<file path="src/rtl/tdm_rx_pkg.sv">
package tdm_rx_pkg;

    // Frame-alignment controller states
    typedef enum logic [0:0] {
        ST_HUNT = 1'b0,
        ST_RUN  = 1'b1
    } align_state_e;

endpackage

</file>
<file path="src/rtl/tdm_frame_timer.sv">
module tdm_frame_timer
    import tdm_rx_pkg::*;
#(
    parameter  int NUM_SLOTS = 64,
    parameter  int SLOT_BITS = 8,
    localparam int SLOT_W    = $clog2(NUM_SLOTS),
    localparam int BIT_W     = $clog2(SLOT_BITS)
) (
    input  logic              clk,
    input  logic              rst_n,
    input  logic              fp_i,
    output logic [BIT_W-1:0]  bit_idx_o,
    output logic [SLOT_W-1:0] slot_idx_o,
    output logic              aligned_o,
    output logic              byte_end_o,
    output logic              frame_end_o
);

    localparam logic [BIT_W-1:0]  LAST_BIT  = BIT_W'(SLOT_BITS - 1);
    localparam logic [SLOT_W-1:0] LAST_SLOT = SLOT_W'(NUM_SLOTS - 1);
    localparam logic [SLOT_W-1:0] MID_SLOT  = SLOT_W'(NUM_SLOTS / 2 - 1);

    align_state_e      state_q, state_d;
    logic [BIT_W-1:0]  bit_q;
    logic [SLOT_W-1:0] slot_q;
    logic              last_bit, frame_last, mid_mark, realign;

    assign last_bit   = (bit_q == LAST_BIT);
    assign frame_last = last_bit && (slot_q == LAST_SLOT);
    assign mid_mark   = last_bit && (slot_q == MID_SLOT);
    assign realign    = (state_q == ST_RUN) && fp_i && !frame_last && !mid_mark;

    // next-state logic
    always_comb begin
        state_d = state_q;
        unique case (state_q)
            ST_HUNT: if (fp_i) state_d = ST_RUN;   // lock
            ST_RUN:  state_d = ST_RUN;             // wrap / mid-mark / realign
            default: state_d = ST_HUNT;
        endcase
    end

    // state register
    always_ff @(posedge clk) begin
        if (!rst_n) state_q <= ST_HUNT;
        else        state_q <= state_d;
    end

    // bit and slot counters
    always_ff @(posedge clk) begin
        if (!rst_n || state_q == ST_HUNT) begin
            bit_q  <= '0;
            slot_q <= '0;
        end else if (realign || frame_last) begin
            bit_q  <= '0;
            slot_q <= '0;
        end else if (last_bit) begin
            bit_q  <= '0;
            slot_q <= slot_q + 1'b1;
        end else begin
            bit_q  <= bit_q + 1'b1;
        end
    end

    // outputs
    always_comb begin
        bit_idx_o   = bit_q;
        slot_idx_o  = slot_q;
        aligned_o   = (state_q == ST_RUN);
        byte_end_o  = (state_q == ST_RUN) && last_bit;
        frame_end_o = ((state_q == ST_HUNT) && fp_i) ||
                      ((state_q == ST_RUN) && (frame_last || realign));
    end

    AST_LOCK_ALIGN: assert property (@(posedge clk) disable iff (!rst_n)
        (state_q == ST_HUNT && fp_i) |=> (state_q == ST_RUN && bit_q == '0 && slot_q == '0));
    AST_FRAME_WRAP: assert property (@(posedge clk) disable iff (!rst_n)
        (state_q == ST_RUN && frame_last) |=> (bit_q == '0 && slot_q == '0));
    AST_MID_MARK_KEEP: assert property (@(posedge clk) disable iff (!rst_n)
        (state_q == ST_RUN && mid_mark) |=> (bit_q == '0 && slot_q == MID_SLOT + 1'b1));
    AST_REALIGN: assert property (@(posedge clk) disable iff (!rst_n)
        realign |=> (bit_q == '0 && slot_q == '0));

endmodule

</file>
<file path="src/rtl/tdm_slot_table.sv">
module tdm_slot_table #(
    parameter  int NUM_SLOTS = 64,
    parameter  int STREAM_W  = 2,
    localparam int SLOT_W    = $clog2(NUM_SLOTS)
) (
    input  logic                clk,
    input  logic                rst_n,
    input  logic                we_i,
    input  logic [SLOT_W-1:0]   waddr_i,
    input  logic                wassign_i,
    input  logic [STREAM_W-1:0] wstream_i,
    input  logic                frame_end_i,
    input  logic [SLOT_W-1:0]   raddr_i,
    output logic                rd_assign_o,
    output logic [STREAM_W-1:0] rd_stream_o
);

    logic [NUM_SLOTS-1:0]               sh_asg_q, act_asg_q;
    logic [NUM_SLOTS-1:0][STREAM_W-1:0] sh_str_q, act_str_q;
    logic [NUM_SLOTS-1:0]               hit;

    for (genvar i = 0; i < NUM_SLOTS; i++) begin : g_hit
        assign hit[i] = we_i && (waddr_i == SLOT_W'(i));
    end

    // shadow copy: written at any time
    always_ff @(posedge clk) begin
        if (!rst_n) begin
            sh_asg_q <= '0;
            sh_str_q <= '0;
        end else begin
            for (int i = 0; i < NUM_SLOTS; i++) begin
                if (hit[i]) begin
                    sh_asg_q[i] <= wassign_i;
                    sh_str_q[i] <= wstream_i;
                end
            end
        end
    end

    // active copy: loaded at frame boundary, a same-cycle write is forwarded
    always_ff @(posedge clk) begin
        if (!rst_n) begin
            act_asg_q <= '0;
            act_str_q <= '0;
        end else if (frame_end_i) begin
            for (int i = 0; i < NUM_SLOTS; i++) begin
                act_asg_q[i] <= hit[i] ? wassign_i : sh_asg_q[i];
                act_str_q[i] <= hit[i] ? wstream_i : sh_str_q[i];
            end
        end
    end

    assign rd_assign_o = act_asg_q[raddr_i];
    assign rd_stream_o = act_str_q[raddr_i];

    AST_ACTIVE_HOLD: assert property (@(posedge clk) disable iff (!rst_n)
        !frame_end_i |=> $stable(act_asg_q) && $stable(act_str_q));

endmodule

</file>
<file path="src/rtl/tdm_byte_packer.sv">
module tdm_byte_packer #(
    parameter int SLOT_BITS = 8,
    parameter int SLOT_W    = 6,
    parameter int STREAM_W  = 2
) (
    input  logic                 clk,
    input  logic                 rst_n,
    input  logic                 ser_d_i,
    input  logic                 byte_end_i,
    input  logic                 aligned_i,
    input  logic [SLOT_W-1:0]    slot_idx_i,
    input  logic                 ent_assign_i,
    input  logic [STREAM_W-1:0]  ent_stream_i,
    input  logic                 out_ready_i,
    output logic                 out_valid_o,
    output logic [SLOT_BITS-1:0] out_data_o,
    output logic [SLOT_W-1:0]    out_slot_o,
    output logic [STREAM_W-1:0]  out_stream_o,
    output logic                 ovf_o
);

    logic [SLOT_BITS-2:0] sh_q;
    logic [SLOT_BITS-1:0] full_byte;
    logic                 keep, push, drop;

    assign full_byte = {sh_q, ser_d_i};   // earliest bit ends up in the MSB
    assign keep      = byte_end_i && ent_assign_i;
    assign push      = keep && out_ready_i;
    assign drop      = keep && !out_ready_i;

    always_ff @(posedge clk) begin
        if (!rst_n) sh_q <= '0;
        else        sh_q <= {sh_q[SLOT_BITS-3:0], ser_d_i};
    end

    always_ff @(posedge clk) begin
        if (!rst_n) begin
            out_valid_o  <= 1'b0;
            out_data_o   <= '0;
            out_slot_o   <= '0;
            out_stream_o <= '0;
            ovf_o        <= 1'b0;
        end else begin
            out_valid_o <= push;
            if (push) begin
                out_data_o   <= full_byte;
                out_slot_o   <= slot_idx_i;
                out_stream_o <= ent_stream_i;
            end
            if (drop) ovf_o <= 1'b1;
        end
    end

    AST_VALID_PULSE: assert property (@(posedge clk) disable iff (!rst_n)
        out_valid_o |=> !out_valid_o);
    AST_VALID_AFTER_BYTE: assert property (@(posedge clk) disable iff (!rst_n)
        out_valid_o |-> $past(byte_end_i));
    AST_ONLY_ASSIGNED: assert property (@(posedge clk) disable iff (!rst_n)
        out_valid_o |-> $past(ent_assign_i));
    AST_NO_OUT_UNALIGNED: assert property (@(posedge clk) disable iff (!rst_n)
        !aligned_i |=> !out_valid_o);
    AST_NO_OVERFLOW_CLEAR: assert property (@(posedge clk) disable iff (!rst_n)
        ovf_o |=> ovf_o);

endmodule

</file>
<file path="src/rtl/tdm_slot_extractor.sv">
module tdm_slot_extractor #(
    parameter  int NUM_SLOTS = 64,
    parameter  int SLOT_BITS = 8,
    parameter  int STREAM_W  = 2,
    localparam int SLOT_W    = $clog2(NUM_SLOTS),
    localparam int BIT_W     = $clog2(SLOT_BITS)
) (
    input  logic                 clk,
    input  logic                 rst_n,
    input  logic                 ser_d_i,
    input  logic                 fp_i,
    input  logic                 tbl_we_i,
    input  logic [SLOT_W-1:0]    tbl_addr_i,
    input  logic                 tbl_assign_i,
    input  logic [STREAM_W-1:0]  tbl_stream_i,
    input  logic                 out_ready_i,
    output logic                 out_valid_o,
    output logic [SLOT_BITS-1:0] out_data_o,
    output logic [SLOT_W-1:0]    out_slot_o,
    output logic [STREAM_W-1:0]  out_stream_o,
    output logic                 ovf_o
);

    logic [BIT_W-1:0]    bit_idx;
    logic [SLOT_W-1:0]   slot_idx;
    logic                aligned, byte_end, frame_end;
    logic                ent_assign;
    logic [STREAM_W-1:0] ent_stream;

    tdm_frame_timer #(
        .NUM_SLOTS (NUM_SLOTS),
        .SLOT_BITS (SLOT_BITS)
    ) u_timer (
        .clk         (clk),
        .rst_n       (rst_n),
        .fp_i        (fp_i),
        .bit_idx_o   (bit_idx),
        .slot_idx_o  (slot_idx),
        .aligned_o   (aligned),
        .byte_end_o  (byte_end),
        .frame_end_o (frame_end)
    );

    tdm_slot_table #(
        .NUM_SLOTS (NUM_SLOTS),
        .STREAM_W  (STREAM_W)
    ) u_table (
        .clk         (clk),
        .rst_n       (rst_n),
        .we_i        (tbl_we_i),
        .waddr_i     (tbl_addr_i),
        .wassign_i   (tbl_assign_i),
        .wstream_i   (tbl_stream_i),
        .frame_end_i (frame_end),
        .raddr_i     (slot_idx),
        .rd_assign_o (ent_assign),
        .rd_stream_o (ent_stream)
    );

    tdm_byte_packer #(
        .SLOT_BITS (SLOT_BITS),
        .SLOT_W    (SLOT_W),
        .STREAM_W  (STREAM_W)
    ) u_packer (
        .clk          (clk),
        .rst_n        (rst_n),
        .ser_d_i      (ser_d_i),
        .byte_end_i   (byte_end),
        .aligned_i    (aligned),
        .slot_idx_i   (slot_idx),
        .ent_assign_i (ent_assign),
        .ent_stream_i (ent_stream),
        .out_ready_i  (out_ready_i),
        .out_valid_o  (out_valid_o),
        .out_data_o   (out_data_o),
        .out_slot_o   (out_slot_o),
        .out_stream_o (out_stream_o),
        .ovf_o        (ovf_o)
    );

    AST_BYTE_ON_LAST_BIT: assert property (@(posedge clk) disable iff (!rst_n)
        byte_end |-> (bit_idx == BIT_W'(SLOT_BITS - 1)));

endmodule

</file>
<file path="config.mk">
export PLATFORM = sky130hd
export DESIGN_NAME = tdm_slot_extractor
export DESIGN_NICKNAME = d
export VERILOG_FILES = /design/src/rtl/tdm_rx_pkg.sv /design/src/rtl/tdm_frame_timer.sv /design/src/rtl/tdm_slot_table.sv /design/src/rtl/tdm_byte_packer.sv /design/src/rtl/tdm_slot_extractor.sv
export SDC_FILE = /design/constraint.sdc
export NUM_CORES = 1
export LEC_CHECK = 0
export BUFFER_PORTS_ARGS = -buffer_cell sky130_fd_sc_hd__buf_2
export CORE_UTILIZATION = 49
export CTS_CLUSTER_DIAMETER = 150
export DETAILED_ROUTE_END_ITERATION = 16
export MAX_ROUTING_LAYER = met4
export PLACE_DENSITY_LB_ADDON = 0.3
export SLEW_MARGIN = 30
export SYNTH_ARGS = -nofsm -noshare
export SYNTH_HDL_FRONTEND = slang
export SYNTH_SLANG_ARGS = --single-unit
</file>
<file path="constraint.sdc">
create_clock -name clk -period 3.2 [get_ports clk]
set_input_delay 0.48 -clock clk [delete_from_list [all_inputs] [get_ports clk]]
set_output_delay 0.48 -clock clk [all_outputs]
set_load 0.01 [all_outputs]
</file>
; ---- Yosys cells after proc, flatten, opt, wreduce, memory -nomap -nowiden
; Cells that the tools add are included.
[totals]
regBits = 419
in_bits = 15
[op_classes]
n_addsub = 2
magnitude_cmp = 1
eq_ne = 66
n_mux = 134
bitwise_logic = 1
n_reduce_logical = 85
[op_table]
columns = cell, count
row1 = $eq 6x6->1 const B, 33
row2 = $mux 2, 65
row3 = $eq 6x5->1 const B, 17
row4 = $logic_and 1x1->1, 75
row5 = $mux 1, 66
row6 = $eq 6x4->1 const B, 8
row7 = $eq 6x3->1 const B, 4
row8 = $bmux 2 s6, 1
row9 = $eq 6x2->1 const B, 2
row10 = $lt 6x7->1 const B, 1
row11 = $add 6x1->6 const B, 1
row12 = $bmux 1 s6, 1
row13 = $eq 6x1->1 const B, 1
row14 = $logic_not 6->1, 1
row15 = $logic_not 1->1, 4
row16 = $add 3x1->3 const B, 1
row17 = $eq 3x3->1 const B, 1
row18 = $logic_or 1x1->1, 3
row19 = $reduce_or 3->1, 1
row20 = $pmux 1 s2, 1
row21 = $reduce_or 2->1, 1
row22 = $not 1->1, 1

; ---- Depth between registers and ports, before layout
[logic_depth]
depth_word = 8
ltp_mapped = 11
mapped_depth_nobuf = 8

; ---- By module
; Synthesis repeated with hierarchy kept, for this count alone.
[unflattened]
cells_unflattened = 1616
area_unflattened_um2 = 16472.0
[by_module_without_submodules]
columns = module, n_inst, cells_per_inst, area_each_um2, seq_area_each_um2
row1 = tdm_slot_table, 1, 1480, 15119.5, 7687.4
row2 = tdm_byte_packer, 1, 90, 889.6, 500.5
row3 = tdm_frame_timer, 1, 46, 462.9, 200.2

; ---- Least setup slack after synthesis
; OpenSTA, ideal clock, no wires.
[synth_path]
path_kind = register to register
startpoint = register u_timer.bit_q[0], in the netlist u_timer.bit_idx_o[0]
endpoint = register u_table.act_asg_q[14]
setup_ps = 86
arrival_time_ps = 2338
t_required_ps = 3114
setup_slack_ps = 777
path_stages_with_launch = 12
n_path_buf = 3
synth_period_minus_slack_ps = 2423
cell_sequence = dfxtp_1 > ha_1 > ha_1 > clkbuf_1 > nand2_1 > nor2_1 > nand3_1 > mux2_2 > clkbuf_1 > clkbuf_1 > nor2_1 > a211oi_1
[synth_between]
elab_chain_len = 8
[synth_rtl]
columns = element, line_no
row1 = "start, declared", tdm_frame_timer.sv:24  ; logic [BIT_W-1:0] bit_q;
row2 = "start signal, assigned", tdm_frame_timer.sv:61  ; bit_q <= bit_q + 1'b1;
row3 = $eq 3x3->1 *, tdm_frame_timer.sv:28  ; assign last_bit = (bit_q == LAST_BIT);
row4 = $logic_and 1x1->1, tdm_frame_timer.sv:29  ; assign frame_last = last_bit && (slot_q == LAST_SLOT);
row5 = $logic_not 1->1, tdm_frame_timer.sv:31  ; assign realign = (state_q == ST_RUN) && fp_i && !frame_last && !mid_mark;
row6 = $logic_and 1x1->1 (2 in a row), tdm_frame_timer.sv:31
row7 = $logic_or 1x1->1 *, tdm_frame_timer.sv:72  ; ((state_q == ST_RUN) && (frame_last || realign));
row8 = $logic_and 1x1->1 *, tdm_frame_timer.sv:72
row9 = $logic_or 1x1->1 *, tdm_frame_timer.sv:71  ; frame_end_o = ((state_q == ST_HUNT) && fp_i) ||
row10 = "end signal, assigned by index", tdm_slot_table.sv:48  ; act_asg_q[i] <= hit[i] ? wassign_i : sh_asg_q[i];
row11 = "end, declared", tdm_slot_table.sv:18  ; logic [NUM_SLOTS-1:0] sh_asg_q, act_asg_q;
; Mark *: on every way between the ends. The rest lies on a longest branch, timed or not.
; A chain may end at the register's enable or synchronous reset.

; ---- Final worst setup path
[layout_path]
startpoint = register u_timer.slot_q[2], in the netlist u_timer.slot_idx_o[2]
endpoint = register u_packer.out_stream_o[1]
[layout_between]
elab_chain_len = 4
[layout_rtl]
columns = element, line_no
row1 = "start, declared", tdm_frame_timer.sv:25  ; logic [SLOT_W-1:0] slot_q;
row2 = "start signal, assigned", tdm_frame_timer.sv:59  ; slot_q <= slot_q + 1'b1;
row3 = $bmux 1 s6, tdm_slot_table.sv:54  ; assign rd_assign_o = act_asg_q[raddr_i];
row4 = $mux 1 (implied by the code), tdm_slot_table.sv:54
row5 = $logic_and 1x1->1, tdm_byte_packer.sv:27  ; assign keep = byte_end_i && ent_assign_i;
row6 = $logic_and 1x1->1, tdm_byte_packer.sv:28  ; assign push = keep && out_ready_i;
row7 = "end signal, assigned", tdm_byte_packer.sv:48  ; out_stream_o <= ent_stream_i;
row8 = "end, declared", tdm_byte_packer.sv:18  ; output logic [STREAM_W-1:0] out_stream_o,
; Several ways; a longest one is shown, not always the timed one. The select of a mux whose other input is x is not followed.

==> results.ini <==
[outcome]
status = finished clean

[power]
share_comb_of_total_power_pct = 5.2
p_leak_nw = 7.53
p_per_area_mw_per_mm2 = 599
p_clk_share_pct = 45.7
switching_share_pct = 22.8
ir_drop_mv = 0.413
p_int_mw = 8.53
power_frac_seq_pct = 49.1
power.switching_mw = 2.51

[floorplan]
io_pins = 33
row_count = 66
die_y_um = 185
start_util_pct = 50.0
die_w_um = 185
dieArea_mm2 = 0.0340
core_area_mm2 = 0.0326

[logic_synthesis]
yosysSeqAreaShare_pct = 51.4
synth_cell_types = 51
ys.warnings.count = 0
syn-cell-area_mm2 = 0.0163
async_flop_share_pct = 0
netlist_instances = 1628
ys.flop_type = dfxtp_1
synth_area_per_cell_um2 = 10.0
synth.net_count = 1646
synth_enable_flop_cells = 0
synth-seq-cells = 419

[setup_path]
critPathSlowestCell = dfxtp_2
critPathMaxStageDelay_ns = 0.67
required_ns = 3.65
critPathArrivalTime_ns = 3.23
cp_num_buf_inv = 1
path_delay_family = compound AO/OA/AOI/OAI gates
start_kind = register
path_class = register to register
critPathMaxFanout = 15
crit_chain = buf_4 -> mux4_1 -> nand3b_1 -> a41oi_1 -> a32o_1 -> a21oi_1 -> a311oi_1
cp-end-kind = register

[sta]
final-setup-viol-count = 0
drv_slew = 0
rsz0062_at_grt = no
slew_headroom_pct = 41.8
finalSetupTns_ns = 0
min_period_ns = 2.78
timing.fmax_ghz = 0.359
period_share_pct = 87.0
tightest_slew_ns = 0.873
fin_worst_skew_ns = 0.0128
finalHoldViolCount = 0

[clock_tree]
cts_buffer_depth = 3
cts_inserted_buffers = 44
cts_setup_buffers = 0
cts.sinks = 419
postCtsResizedCells = 0
clkTransAtPathRegs_ns = 0.06
clk-insertion-delay-late_ns = 0.55
cts_tree = yes
cts_hold_buf = 0
ctsHtreeMaxLevel = 2
root_buffer = clkbuf_16

[detailed_routing]
drc = 0
routed_wl_um = 38400
viasPerCell = 5.60
ant_nets = 0
drtIter0Drc = 920
post_drt_wl_per_cell_um = 18.3
first_pass_iters = 6
num_vias = 11700

[layout]
fillers = 2788
syn2layout_area_growth_pct = 12.9
drive_gt1_share_pct = 13.5
post-route-util_pct = 56.5
final_common_cell = nor2_1
multi_input_area_mm2 = 0.00733
seqCellArea_mm2 = 0.00839
final_cell_mix = 426 x nor2_1, 416 x dfxtp_1, 212 x mux2i_1
fin_nets = 1636

[global_routing]
grt_usage_pct = 23.9
grt_pass1_vias = 11400
grt_overflow_total = 0
antenna_found_initial = 3
grt_max_degree = 106
grt_pass1_wl_um = 61900

[run]
maxCapViolations = 0

[placement]
globalplace.congestion = 0.863
dp_hpwl_um = 24900
io_buffer_count = 32

[worst_hold_path]
hold_class = input port to register

[final timing paths]
| check | endpoint | slack (ns) | depth (start not counted) | startpoint |
|---|---|---|---|---|
| worst max-delay path | u_packer.out_stream_o[1] | 0.42 | 7 | u_timer.slot_idx_o[2] |
| worst min-delay path | u_packer.sh_q[0] | 0.18 | 2 | ser_d_i |
| worst max register to register | u_packer.out_stream_o[1] | 0.42 | 7 | u_timer.slot_idx_o[2] |
| worst min register to register | u_timer.bit_idx_o[0] | 0.43 | 1 | u_timer.bit_idx_o[0] |
[logic make-up (layout without fill, tap and decap cells)]
| logic type | Yosys count | after routing | share of synthesized area [%] |
|---|---|---|---|
| AND/OR/NAND/NOR | 554 | 554 | 13.6 |
| flip-flops | 419 | 419 | 51.4 |
| multiplexers | 259 | 259 | 19.5 |
| AO/OA/AOI/OAI | 247 | 247 | 11.2 |
| buffers and inverters | 141 | 165 | 3.79 |
| XOR/XNOR | 5 | 5 | 0.268 |
| adder cells (fa/ha/maj) | 3 | 3 | 0.230 |
| other | 0 | 3 | 0 |
[through the flow]
stage / hold slack [ns] / instance area (µm²) / cells / power [mW] / setup WS, ns
after floorplan: 0.404 / 16300 / 1628 / 5.91 / 0.777
after global placement: 0.414 / 17000 / 2014 / 6.09 / 0.449
after detailed placement: 0.430 / 17000 / 2014 / 6.11 / 0.449
after CTS: 0.162 / 18400 / 2094 / 11.1 / 0.454
after global routing: 0.177 / 18400 / 2097 / 11.4 / 0.220
final: 0.180 / 18400 / 2097 / 11.0 / 0.415
[synth_stat cells, types with 2 or more instances]
cell type,n,area (µm²)
a311oi_1,2,17.5
nand4_1,4,25.0
or2_2,5,31.3
a22oi_1,3,22.5
nand3_1,20,100
mux4_2,44,991
and2_1,8,50.1
mux2i_1,212,2120
nor3b_1,3,22.5
nor2_1,426,1600
buf_4,7,52.6
clkbuf_1,111,417
o21ai_1,9,45.0
and3_1,2,12.5
nand2b_1,5,31.3
o21ai_0,6,30.0
a221oi_1,2,17.5
buf_6,6,67.6
buf_1,2,7.51
nand3b_1,4,30.0
dfxtp_1,419,8390
nor3_1,9,45.0
xor2_1,2,17.5
a211oi_1,195,1460
a21oi_1,10,50.1
ha_1,3,37.5
a21oi_2,9,78.8
buf_2,12,60.1
xnor2_1,3,26.3
mux4_1,2,52.6
nor2b_1,5,31.3
nand2_1,59,221
[sequential cells by signal, indices dropped and copies added (netlist names)]
signal / count
u_table.sh_str_q: 128
u_timer.bit_idx_o: 3
u_table.act_asg_q: 64
u_timer.aligned_o: 1
u_packer.ovf_o: 1
u_packer.out_slot_o: 6
u_timer.slot_idx_o: 6
u_packer.out_data_o: 8
u_packer.sh_q: 7
u_table.sh_asg_q: 64
u_table.act_str_q: 128
u_packer.out_valid_o: 1
u_packer.out_stream_o: 2
[worst reg2reg max path: stages (launching register included)]
cell,delay (ns)
dfxtp_2,0.67
buf_4,0.30
mux4_1,0.21
nand3b_1,0.14
a41oi_1,0.35
a32o_1,0.61
a21oi_1,0.15
a311oi_1,0.26
[routing by layer]
| layer | up-vias | share of wire, % | global-route usage [%] |
|---|---|---|---|
| met5 | - | 0 | - |
| met4 | 0 | 2.3 | 7.63 |
| met3 | 68 | 5.1 | 3.89 |
| met2 | 254 | 46 | 37.3 |
| met1 | 5707 | 47 | 31.6 |
| li1 | 5718 | - | - |
[power groups by stage]
| stage | Clock (mW) | Combinational, mW | Sequential [mW] |
|---|---|---|---|
| global route | 5.35 | 0.628 | 5.44 |
| detailed placement | 0 | 0.568 | 5.54 |
| CTS | 5.13 | 0.570 | 5.42 |
| global placement | 0 | 0.555 | 5.53 |
| floorplan | 0 | 0.406 | 5.51 |
| finish | 5.05 | 0.571 | 5.42 |
[final cells by class]
type | instances | area share, %
Tap cell | 442 | 3.00
Multi-Input combinational cell | 1068 | 39.8
Clock inverter | 18 | 0.855
Inverter | 2 | 0.0815
Antenna cell | 3 | 0.0407
Sequential cell | 419 | 45.5
Timing Repair Buffer | 83 | 3.69
Clock buffer | 62 | 7.00
Note: power is estimated with default switching activity, not from simulation.
